`src/rtl/spi_rx_skew_pkg.sv`:
```
`timescale 1ns/1ps
package spi_rx_skew_pkg;
  localparam int unsigned DATA_W = 32;
  localparam int unsigned SET_W  = 8;
  typedef logic [SET_W-1:0]  skew_t;
  typedef logic [DATA_W-1:0] word_t;

  // nonzero and within the line depth
  function automatic logic tap_valid(skew_t s, int unsigned depth);
    return (s != '0) && (int'(s) <= int'(depth));
  endfunction
endpackage

```
`src/rtl/rx_skew_regs.sv`:
```
`timescale 1ns/1ps
module rx_skew_regs
  import spi_rx_skew_pkg::*;
#(
  parameter bit          HAS_DLY = 1'b1,
  parameter int unsigned AW      = 8,
  parameter logic [AW-1:0] REG_OFS = AW'('h3C)
) (
  input  logic          clk_i,
  input  logic          rst_ni,
  input  logic          lock_i,
  input  logic          psel_i,
  input  logic          pwrite_i,
  input  logic [AW-1:0] paddr_i,
  input  word_t         pwdata_i,
  output word_t         prdata_o,
  output skew_t         set_o
);
  localparam int unsigned PAD_W = DATA_W - SET_W;

  if (HAS_DLY) begin : g_reg
    logic  hit, wr_en, rd_en;
    skew_t set_q;
    logic  unused_hi;

    assign hit       = psel_i && (paddr_i == REG_OFS);
    assign wr_en     = hit && pwrite_i && !lock_i;
    assign rd_en     = hit && !pwrite_i;
    assign unused_hi = ^pwdata_i[DATA_W-1:SET_W];

    always_ff @(posedge clk_i or negedge rst_ni) begin
      if (!rst_ni)    set_q <= '0;
      else if (wr_en) set_q <= pwdata_i[SET_W-1:0];
    end

    assign set_o    = set_q;
    assign prdata_o = rd_en ? {{PAD_W{1'b0}}, set_q} : '0;
  end else begin : g_none
    logic unused_in;
    assign unused_in = ^{clk_i, rst_ni, lock_i, psel_i, pwrite_i, paddr_i, pwdata_i};
    assign set_o     = '0;
    assign prdata_o  = '0;
  end
endmodule

```
`src/rtl/rx_skew_line.sv`:
```
`timescale 1ns/1ps
module rx_skew_line #(
  parameter int unsigned DEPTH = 8
) (
  input  logic             clk_i,
  input  logic             rst_ni,
  input  logic             rxd_i,
  output logic [DEPTH-1:0] taps_o
);
  logic [DEPTH-1:0] sr_q;

  for (genvar k = 0; k < DEPTH; k++) begin : g_stage
    if (k == 0) begin : g_head
      always_ff @(posedge clk_i or negedge rst_ni) begin
        if (!rst_ni) sr_q[k] <= 1'b0;
        else         sr_q[k] <= rxd_i;
      end
    end else begin : g_body
      always_ff @(posedge clk_i or negedge rst_ni) begin
        if (!rst_ni) sr_q[k] <= 1'b0;
        else         sr_q[k] <= sr_q[k-1];
      end
    end
  end

  assign taps_o = sr_q;
endmodule

```
`src/rtl/rx_skew_tap.sv`:
```
`timescale 1ns/1ps
module rx_skew_tap
  import spi_rx_skew_pkg::*;
#(
  parameter int unsigned DEPTH = 8
) (
  input  logic             rxd_i,
  input  logic [DEPTH-1:0] taps_i,
  input  skew_t            set_i,
  output logic             rxd_o
);
  logic [DEPTH-1:0] sel_oh;
  logic             tap_bit;

  // one-hot decode: set value k+1 picks stage k
  for (genvar k = 0; k < DEPTH; k++) begin : g_dec
    assign sel_oh[k] = (set_i == SET_W'(k + 1));
  end

  assign tap_bit = |(sel_oh & taps_i);
  // zero or beyond depth: undelayed pin
  assign rxd_o   = tap_valid(set_i, DEPTH) ? tap_bit : rxd_i;
endmodule

```
`src/rtl/spi_rx_skew.sv`:
```
`timescale 1ns/1ps
module spi_rx_skew
  import spi_rx_skew_pkg::*;
#(
  parameter bit            HAS_DLY = 1'b1,
  parameter int unsigned   DEPTH   = 8,
  parameter int unsigned   AW      = 8,
  parameter logic [AW-1:0] REG_OFS = AW'('h3C)
) (
  input  logic          clk_i,
  input  logic          rst_ni,
  input  logic          ctrl_en_i,
  input  logic          psel_i,
  input  logic          pwrite_i,
  input  logic [AW-1:0] paddr_i,
  input  logic [31:0]   pwdata_i,
  output logic [31:0]   prdata_o,
  input  logic          rxd_i,
  output logic          rxd_smp_o
);
  skew_t dly_set;

  rx_skew_regs #(
    .HAS_DLY (HAS_DLY),
    .AW      (AW),
    .REG_OFS (REG_OFS)
  ) u_regs (
    .clk_i    (clk_i),
    .rst_ni   (rst_ni),
    .lock_i   (ctrl_en_i),
    .psel_i   (psel_i),
    .pwrite_i (pwrite_i),
    .paddr_i  (paddr_i),
    .pwdata_i (pwdata_i),
    .prdata_o (prdata_o),
    .set_o    (dly_set)
  );

  if (HAS_DLY) begin : g_dly
    logic [DEPTH-1:0] taps;

    rx_skew_line #(.DEPTH(DEPTH)) u_line (
      .clk_i  (clk_i),
      .rst_ni (rst_ni),
      .rxd_i  (rxd_i),
      .taps_o (taps)
    );

    rx_skew_tap #(.DEPTH(DEPTH)) u_tap (
      .rxd_i  (rxd_i),
      .taps_i (taps),
      .set_i  (dly_set),
      .rxd_o  (rxd_smp_o)
    );
  end else begin : g_pass
    logic unused_set;
    assign unused_set = ^dly_set;
    assign rxd_smp_o  = rxd_i;
  end
endmodule

```
`config.mk`:
```
export PLATFORM = sky130hd
export DESIGN_NAME = spi_rx_skew
export DESIGN_NICKNAME = d
export VERILOG_FILES = /design/src/rtl/spi_rx_skew_pkg.sv /design/src/rtl/rx_skew_regs.sv /design/src/rtl/rx_skew_line.sv /design/src/rtl/rx_skew_tap.sv /design/src/rtl/spi_rx_skew.sv
export SDC_FILE = /design/constraint.sdc
export NUM_CORES = 1
export LEC_CHECK = 0
export ABC_AREA = 1
export BUFFER_PORTS_ARGS = -buffer_cell sky130_fd_sc_hd__buf_2
export CAP_MARGIN = 25
export CELL_PAD_IN_SITES_DETAIL_PLACEMENT = 0
export CELL_PAD_IN_SITES_GLOBAL_PLACEMENT = 1
export CORE_MARGIN = 2
export CORE_UTILIZATION = 26
export DETAILED_ROUTE_END_ITERATION = 6
export GPL_TIMING_DRIVEN = 0
export MAX_ROUTING_LAYER = met4
export PLACE_DENSITY = 0.77
export SLEW_MARGIN = 0
export SYNTH_ARGS = -nofsm -noshare
export SYNTH_HDL_FRONTEND = slang
export SYNTH_SLANG_ARGS = --single-unit
```
`constraint.sdc`:
```
create_clock -name clk_i -period 1.4 [get_ports clk_i]
set_input_delay 0.14 -clock clk_i [delete_from_list [all_inputs] [get_ports clk_i]]
set_output_delay 0.14 -clock clk_i [all_outputs]
set_load 0.005 [all_outputs]
```
# Word level (Yosys, flattened, before mapping)
# Cells that the tools add are included.
[classes]
order_cmp = 1
eq_ne = 9
n_mux = 2
n_bitwise = 1
reduce_logical = 9
[op_table]
columns = ["operator", "count"]
rows = [
  ["8-bit by 3-bit equality test with 1-bit output, second input constant", 4],
  ["8-bit by 2-bit equality test with 1-bit output, second input constant", 2],
  ["8-bit AND", 1],
  ["8-bit by 1-bit equality test with 1-bit output, second input constant", 1],
  ["8-bit by 4-bit equality test with 1-bit output, second input constant", 1],
  ["8-bit by 6-bit equality test with 1-bit output, second input constant", 1],
  ["8-bit by 4-bit less-or-equal comparator with 1-bit output, second input constant", 1],
  ["8-bit 2-to-1 mux", 1],
  ["8-bit nonzero test", 1],
  ["8-bit OR reduction", 1],
  ["1-bit logical AND", 5],
  ["1-bit zero test", 2],
  ["1-bit 2-to-1 mux", 1],
]
[word_totals]
ff_bits = 16
in_bits = 46
out_inout_bits = 33
wordCells = 31

# Longest topological paths before layout
# Gate-level depths: netlist (run 1).
[logic_depth]
depth_word = 4
mapped_depth = 7
ltp_nobuf = 7

# Hierarchy
# A second synthesis (run 1) with hierarchy kept.
[hier_totals]
hier_cells = 143
hier_area_um2 = 1127.3
[by_module_without_submodules]
columns = ["module", "instances", "cells_per_inst", "area_each_um2", "seq_area_each_um2"]
rows = [
  ["rx_skew_regs", 1, 89, 694.4, 200.2],
  ["rx_skew_tap", 1, 46, 232.7, 0.0],
  ["rx_skew_line", 1, 8, 200.2, 200.2],
]

# Least setup slack after synthesis (run 1)
# Ideal clock, no wire load.
[synth_timing]
path_type = "reg-to-output"
startpoint = "register u_regs.g_reg.set_q[7], in the netlist u_regs.set_o[7]"
endpoint = "output rxd_smp_o"
arrival_time_ps = 966
required_time_ps = 1260
path_slack_ps = 294
stages_incl_launch_ff = 7
path_buffers = 0
cell_sequence = "dfrtp_1 inv_1 nand2_1 nor2_4 o21ai_0 o21ai_0 nand3_1"
[synth_via]
elab_chain_cells = 4
elab_cells_between_ends = 14
cone_classes = "order compare: 1; eq/ne: 8; mux: 1; bitwise: 1; reduce/logical: 3"
[synth_lines]
columns = ["element", "line", "source"]
rows = [
  ["from (decl)", "rx_skew_regs.sv:23", "skew_t set_q;"],
  ["from (signal assigned)", "rx_skew_regs.sv:33", "else if (wr_en) set_q <= pwdata_i[SET_W-1:0];"],
  ["8-bit by 1-bit equality test with 1-bit output (tied with other cells)", "rx_skew_tap.sv:17", "assign sel_oh[k] = (set_i == SET_W'(k + 1));"],
  ["8-bit AND", "rx_skew_tap.sv:20", "assign tap_bit = |(sel_oh & taps_i);"],
  ["8-bit OR reduction", "rx_skew_tap.sv:20", ""],
  ["1-bit 2-to-1 mux *", "rx_skew_tap.sv:22", "assign rxd_o = tap_valid(set_i, DEPTH) ? tap_bit : rxd_i;"],
  ["to (decl)", "spi_rx_skew.sv:19", "output logic rxd_smp_o"],
]
# Mark *: on every way between the ends. The rest lies on a longest branch, timed or not.

# Worst setup path after layout (run 1)
[layout_timing]
startpoint = "register u_regs.g_reg.set_q[6], in the netlist u_regs.set_o[6]"
endpoint = "output rxd_smp_o"
# Same word-level chain as after synthesis.

==> flow_summary.ini, run 1 <==
[layout]
fin_area_um2 = 1440
syn2layout_area_growth_pct = 38.3
antennaDiodeCount = 0
nFillCells = 430
nets = 240
multi_input_area_um2 = 452
utilization_pct = 36.8
register_area_um2 = 400
layout-drive-gt1-share_pct = 45.1

[die]
die_h_um = 67.3
io_pins = 79
core_um2 = 3910
dieWidth_um = 67.3
start_util_pct = 26.6
dieArea_um2 = 4530
rows = 23

[timing]
max_freq_mhz = 659
setup_violations = 1
timing.hold.ws_ns = 0.0320
min_period_ns = 1.52
rsz0062_at_grt = yes
skew_ns = 0.000756
drv_slew = 0
hold_violations = 0
finalWorstSetupSlack_ns = -0.116
finalCritPeriodShare_pct = 108

[worst_setup_path]
cp-end-kind = output port
r2r_setup_slack_ns = 0.62
worstPathMaxFanout = 7
reg2reg_from = u_regs.set_o[1]$_DFFE_PN0P_
cp-start-kind = flop
critical_path_arrival_ns = 1.38
critPathKind = reg2out
crit_required_ns = 1.26
ff2ff_path_depth = 3
crit_path_start = u_regs.set_o[6]$_DFFE_PN0P_
worstReg2RegEnd = u_regs.set_o[1]$_DFFE_PN0P_

[pwr]
peakVddDrop_v = 0.000514
leakage_nw = 0.838
power_density_nw_per_um2 = 726

[yosys]
synth_area_um2 = 1040
yosysWarnings = 0
syn_inst = 131
synth_top_family_by_area = buffers and inverters
synthMuxAreaShare_pct = 0
synth_compound_area_share_pct = 7.68
synth-simple-area-share_pct = 26.5
synth.avg_cell_area_um2 = 7.96
synth_xor_area_share_pct = 0
ys_ff_latch = 16
yosysSeqAreaShare_pct = 38.4
yosys.cell_types.count = 17
synth_fa_ha_area_share_pct = 0

[place]
routabilityCongestion = 0.750
placed_area_um2 = 1340
portBuffers = 30
dpl.hpwl_um = 1650
pre_cts_ws_ns = 0.0589

[global_route]
grt_usage_pct = 9.78
grt_max_degree = 17
grt_pass1_wl_um = 3130
grt_antenna_before_repair = 0
gr-total-overflow = 0
first_global_vias = 735

[route]
drc_errors = 0
drt-initial-drc-count = 11
vias_per_cell = 3.58
wl_per_cell_um = 8.21
wl_um = 2000
num_vias = 869
ant_nets = 0
dr.pass1.iters = 4

[hold_path]
hold-path-cell-count = 1
worstHoldStart = rxd_i
holdPathEnd = g_dly.u_line.taps_o[0]$_DFF_PN0_
hold_class = in2reg

[clock_tree]
clk_pin_slew_worst_paths_ns = 0.06
clk-insertion-delay-late_ns = 0.25
cts_buffers = 3
cts_sinks = 16
htree_levels = 1
cts_root_buffer = clkbuf_8
clk_path_buf_depth = 2
cts_tree = built

[outcome]
status = finished with violations
failed_checks = setup timing

[job]
maxCapViolCount = 0
-- metal layers --
metal | share of wire [%] | GRT usage [%] | vias up
met2 | 47 | 15.1 | 29
met3 | 7.7 | 2.00 | 6
met5 | 0 | - | -
met4 | 3.1 | 6.38 | 0
met1 | 42 | 11.5 | 365
li1 | - | - | 469
-- area by class of cell --
class | instances | share of cell area, %
Buffer | 25 | 13.3
Clock buffer | 4 | 3.82
Inverter | 24 | 6.25
Multi-Input combinational cell | 89 | 31.3
Sequential cell | 16 | 27.8
Tap cell | 50 | 4.34
Timing Repair Buffer | 35 | 13.2
-- state kept, by name, summed over array words and instances (netlist names) --
name,cells
g_dly.u_line.taps_o,8
u_regs.set_o,8
-- logic make-up after synthesis --
group                  Yosys count
AO/OA/AOI/OAI                   10
AND/OR/NAND/NOR                 55
buffers and inverters           49
flip-flops                      16
other                            1
-- placed cells by master, fill, tap and decap left out --
| cell type | synthesis | layout |
|---|---|---|
| buf_2 | 0 | 30 |
| buf_4 | 24 | 28 |
| buf_6 | 1 | 1 |
| clkbuf_8 | 0 | 4 |
| conb_1 | 1 | 24 |
| dfrtp_1 | 16 | 16 |
| dlygate4sd3_1 | 0 | 1 |
| inv_1 | 23 | 17 |
| inv_2 | 1 | 7 |
| nand2_1 | 19 | 17 |
| nand2_2 | 2 | 4 |
| nand3_1 | 9 | 9 |
| nand3_2 | 1 | 1 |
| nand3_4 | 1 | 1 |
| nand3b_4 | 1 | 1 |
| nand4_1 | 1 | 1 |
| nor2_1 | 19 | 19 |
| nor2_4 | 2 | 2 |
| o21ai_1 | 0 | 2 |
| o21ai_2 | 8 | 8 |
-- worst max-delay path, stage by stage, from the launching register on --
cell     delay [ns]
dfrtp_1        0.39
inv_2          0.07
nand2_2        0.06
nor2_4         0.18
o21ai_1        0.09
o21ai_1        0.13
nand3_1        0.08
buf_2          0.13
-- cell usage after synthesis, drive strengths merged --
library cell | instances | area [um^2]
buf | 25 | 191
inv | 24 | 90.1
nand2 | 21 | 83.8
nor2 | 21 | 93.8
dfrtp | 16 | 400
nand3 | 11 | 72.6
o21ai | 10 | 80.1
conb | 1 | 3.75
nand3b | 1 | 20.0
nand4 | 1 | 6.26
-- worst max-delay path by stage --
stage                           end  slack [ns]  cells past startpoint
final                     rxd_smp_o       -0.12                      7
after global routing      rxd_smp_o       -0.22                      8
after CTS                 rxd_smp_o       -0.14                      7
after detailed placement  rxd_smp_o        0.06                      7
after global placement    rxd_smp_o        0.07                      7
after floorplan           rxd_smp_o        0.29                      6
-- what timing repair did --
item / 4_1_cts / 5_1_grt
endpoints found under the setup margin: 1 / 1
setup buffers: 4 / 0
hold endpoints to repair: 16 / 0
pin swaps: 4 / 6
resized for setup: 8 / 2
hold buffers: 1 / 0
-- through the flow --
step	TNS [ns]	instances	total power, W
2_1_floorplan	0	154	0.000594
3_3_place_gp	0	234	0.000640
3_5_place_dp	0	234	0.000643
4_1_cts	-0.138	243	0.00106
5_1_grt	-0.215	243	0.00110
6_report	-0.116	243	0.00105
-- power by group --
part | internal, W | total (W) | switching, W
Clock | 0.000250 | 0.000406 | 0.000156
Combinational | 0.0000833 | 0.000156 | 0.0000722
Sequential | 0.000478 | 0.000486 | 0.00000797
Total | 0.000811 | 0.00105 | 0.000236
No activity file was read; power rests on OpenSTA's default activity.
==> inputs of run 2 (changes only) <==
HOLD_SLACK_MARGIN = 0.05   (was default)
==> flow_summary.ini, run 2 (synthesis gave the netlist of run 1 again) <==
[outcome]
status = finished with violations
failed_checks = setup timing

[place]
place_inst = 234
dpl.hpwl_um = 1650
routabilityCongestion = 0.750
portBuffers = 30
placed_area_um2 = 1340

[worst_setup_path]
r2r_setup_slack_ns = 0.62
cp-start-kind = flop
ff2ff_path_depth = 3
worstReg2RegEnd = u_regs.set_o[1]$_DFFE_PN0P_
slowest_delay_ns = 0.39
cp_common_cell = o21ai_1
crit_chain = inv_2 > nand2_2 > nor2_4 > o21ai_1 > o21ai_1 > nand3_1 > buf_2
slowest_stage = dfrtp_1
reg2reg_from = u_regs.set_o[1]$_DFFE_PN0P_
crit_required_ns = 1.26
critPathKind = reg2out
worstPathMaxFanout = 7
critical_path_arrival_ns = 1.38
cp-end-kind = output port

[route]
drc_errors = 0
num_vias = 868
wl_um = 1990
drt-initial-drc-count = 11
ant_nets = 0
vias_per_cell = 3.56
dr.pass1.iters = 4
wl_per_cell_um = 8.17

[clock_tree]
cts_buffers = 3
cts_root_buffer = clkbuf_8
cts_sinks = 16
clk_path_buf_depth = 2
clk_pin_slew_worst_paths_ns = 0.06
clk-insertion-delay-late_ns = 0.25
cts_tree = built
htree_levels = 1

[layout]
multi_input_area_um2 = 452
final_common_cell = buf_2
layout_common_cells = 30 x buf_2, 28 x buf_4, 24 x conb_1
antennaDiodeCount = 0
syn2layout_area_growth_pct = 39.3
fin_area_um2 = 1450
register_area_um2 = 400
nFillCells = 431
layout-drive-gt1-share_pct = 44.8
instances_no_fill = 244
nets = 241

[timing]
finalWorstSetupSlack_ns = -0.116
max_freq_mhz = 659
final.setup.tns_ns = -0.116
finalCritPeriodShare_pct = 108
drv_slew = 0
timing.hold.ws_ns = 0.122
setup_violations = 1
min_period_ns = 1.52
hold_violations = 0
rsz0062_at_grt = yes
skew_ns = 0.000756

[hold_path]
hold_class = in2reg
hold-path-cell-count = 3
worstHoldStart = pwdata_i[1]
holdPathEnd = u_regs.set_o[1]$_DFFE_PN0P_

[pwr]
p_clk_share_pct = 38.7
p_total_w = 0.00105
pwr-share-comb_pct = 15.0
switching_share_pct = 22.6
peakVddDrop_v = 0.000514
leakage_nw = 0.842
power_switching_w = 0.000237
p_int_w = 0.000812
p_seq_share_pct = 46.3
power_density_nw_per_um2 = 723

[die]
rows = 23
dieWidth_um = 67.3
io_pins = 79
start_util_pct = 26.6
dieArea_um2 = 4530
core_um2 = 3910
die_h_um = 67.3

[global_route]
grt_antenna_before_repair = 0
first_global_vias = 738
grt_max_degree = 17
gr-total-overflow = 0
grt_pass1_wl_um = 3150
grt_usage_pct = 9.82

[job]
maxCapViolCount = 0
-- run 2: repair_timing --
action	CTS	global route
buffers inserted	4	0
gates resized for setup	8	2
pin swaps	4	6
hold buffers	2	0
endpoints found under the hold margin	17	0
setup endpoints to repair	1	1
-- run 2: worst max path at each step --
| stage | start | endpoint | slack, ns |
|---|---|---|---|
| floorplan | u_regs.set_o[7]$_DFFE_PN0P_ | rxd_smp_o | 0.29 |
| global placement | u_regs.set_o[1]$_DFFE_PN0P_ | rxd_smp_o | 0.07 |
| detailed placement | u_regs.set_o[0]$_DFFE_PN0P_ | rxd_smp_o | 0.06 |
| CTS | u_regs.set_o[5]$_DFFE_PN0P_ | rxd_smp_o | -0.14 |
| global route | u_regs.set_o[6]$_DFFE_PN0P_ | rxd_smp_o | -0.22 |
| finish | u_regs.set_o[6]$_DFFE_PN0P_ | rxd_smp_o | -0.12 |
-- run 2: layer usage --
metal	vias to the layer above	global-route usage [%]	routed length, um
li1	471	-	-
met1	364	11.6	852
met2	27	15.1	928
met3	6	2.00	150
met4	0	6.38	62
met5	-	-	0
-- run 2: worst max-delay path, delay by kind of cell (launching register included) --
family | cells | cell delay [ns]
AOI/OAI and AO/OA | 2 | 0.22
buffers and inverters | 2 | 0.20
DFF | 1 | 0.39
and+or+nand+nor | 3 | 0.32
-- run 2: cell type report --
cell class / count / share of cell area (%)
plain buffers: 25 / 13.2
clock buffers: 4 / 3.79
inverters: 24 / 6.21
multi-input cells: 89 / 31.1
flip-flops and latches: 16 / 27.6
well taps: 50 / 4.31
repair buffers: 36 / 13.8
-- run 2: per-stage QoR --
step                worst slack (ns)  util (%)
global route                  -0.215      37.1
global placement              0.0679      34.3
detailed placement            0.0589      34.3
CTS                           -0.138      37.1
floorplan                      0.294         -
finish                        -0.116      37.1
-- run 2: power by group through the flow --
| stage | logic [W] | clock network (W) | registers, W |
|---|---|---|---|
| 2_1_floorplan | 0.000102 | 0 | 0.000492 |
| 3_3_place_gp | 0.000146 | 0 | 0.000494 |
| 3_5_place_dp | 0.000149 | 0 | 0.000494 |
| 4_1_cts | 0.000158 | 0.000423 | 0.000485 |
| 5_1_grt | 0.000181 | 0.000435 | 0.000487 |
| 6_report | 0.000158 | 0.000406 | 0.000486 |
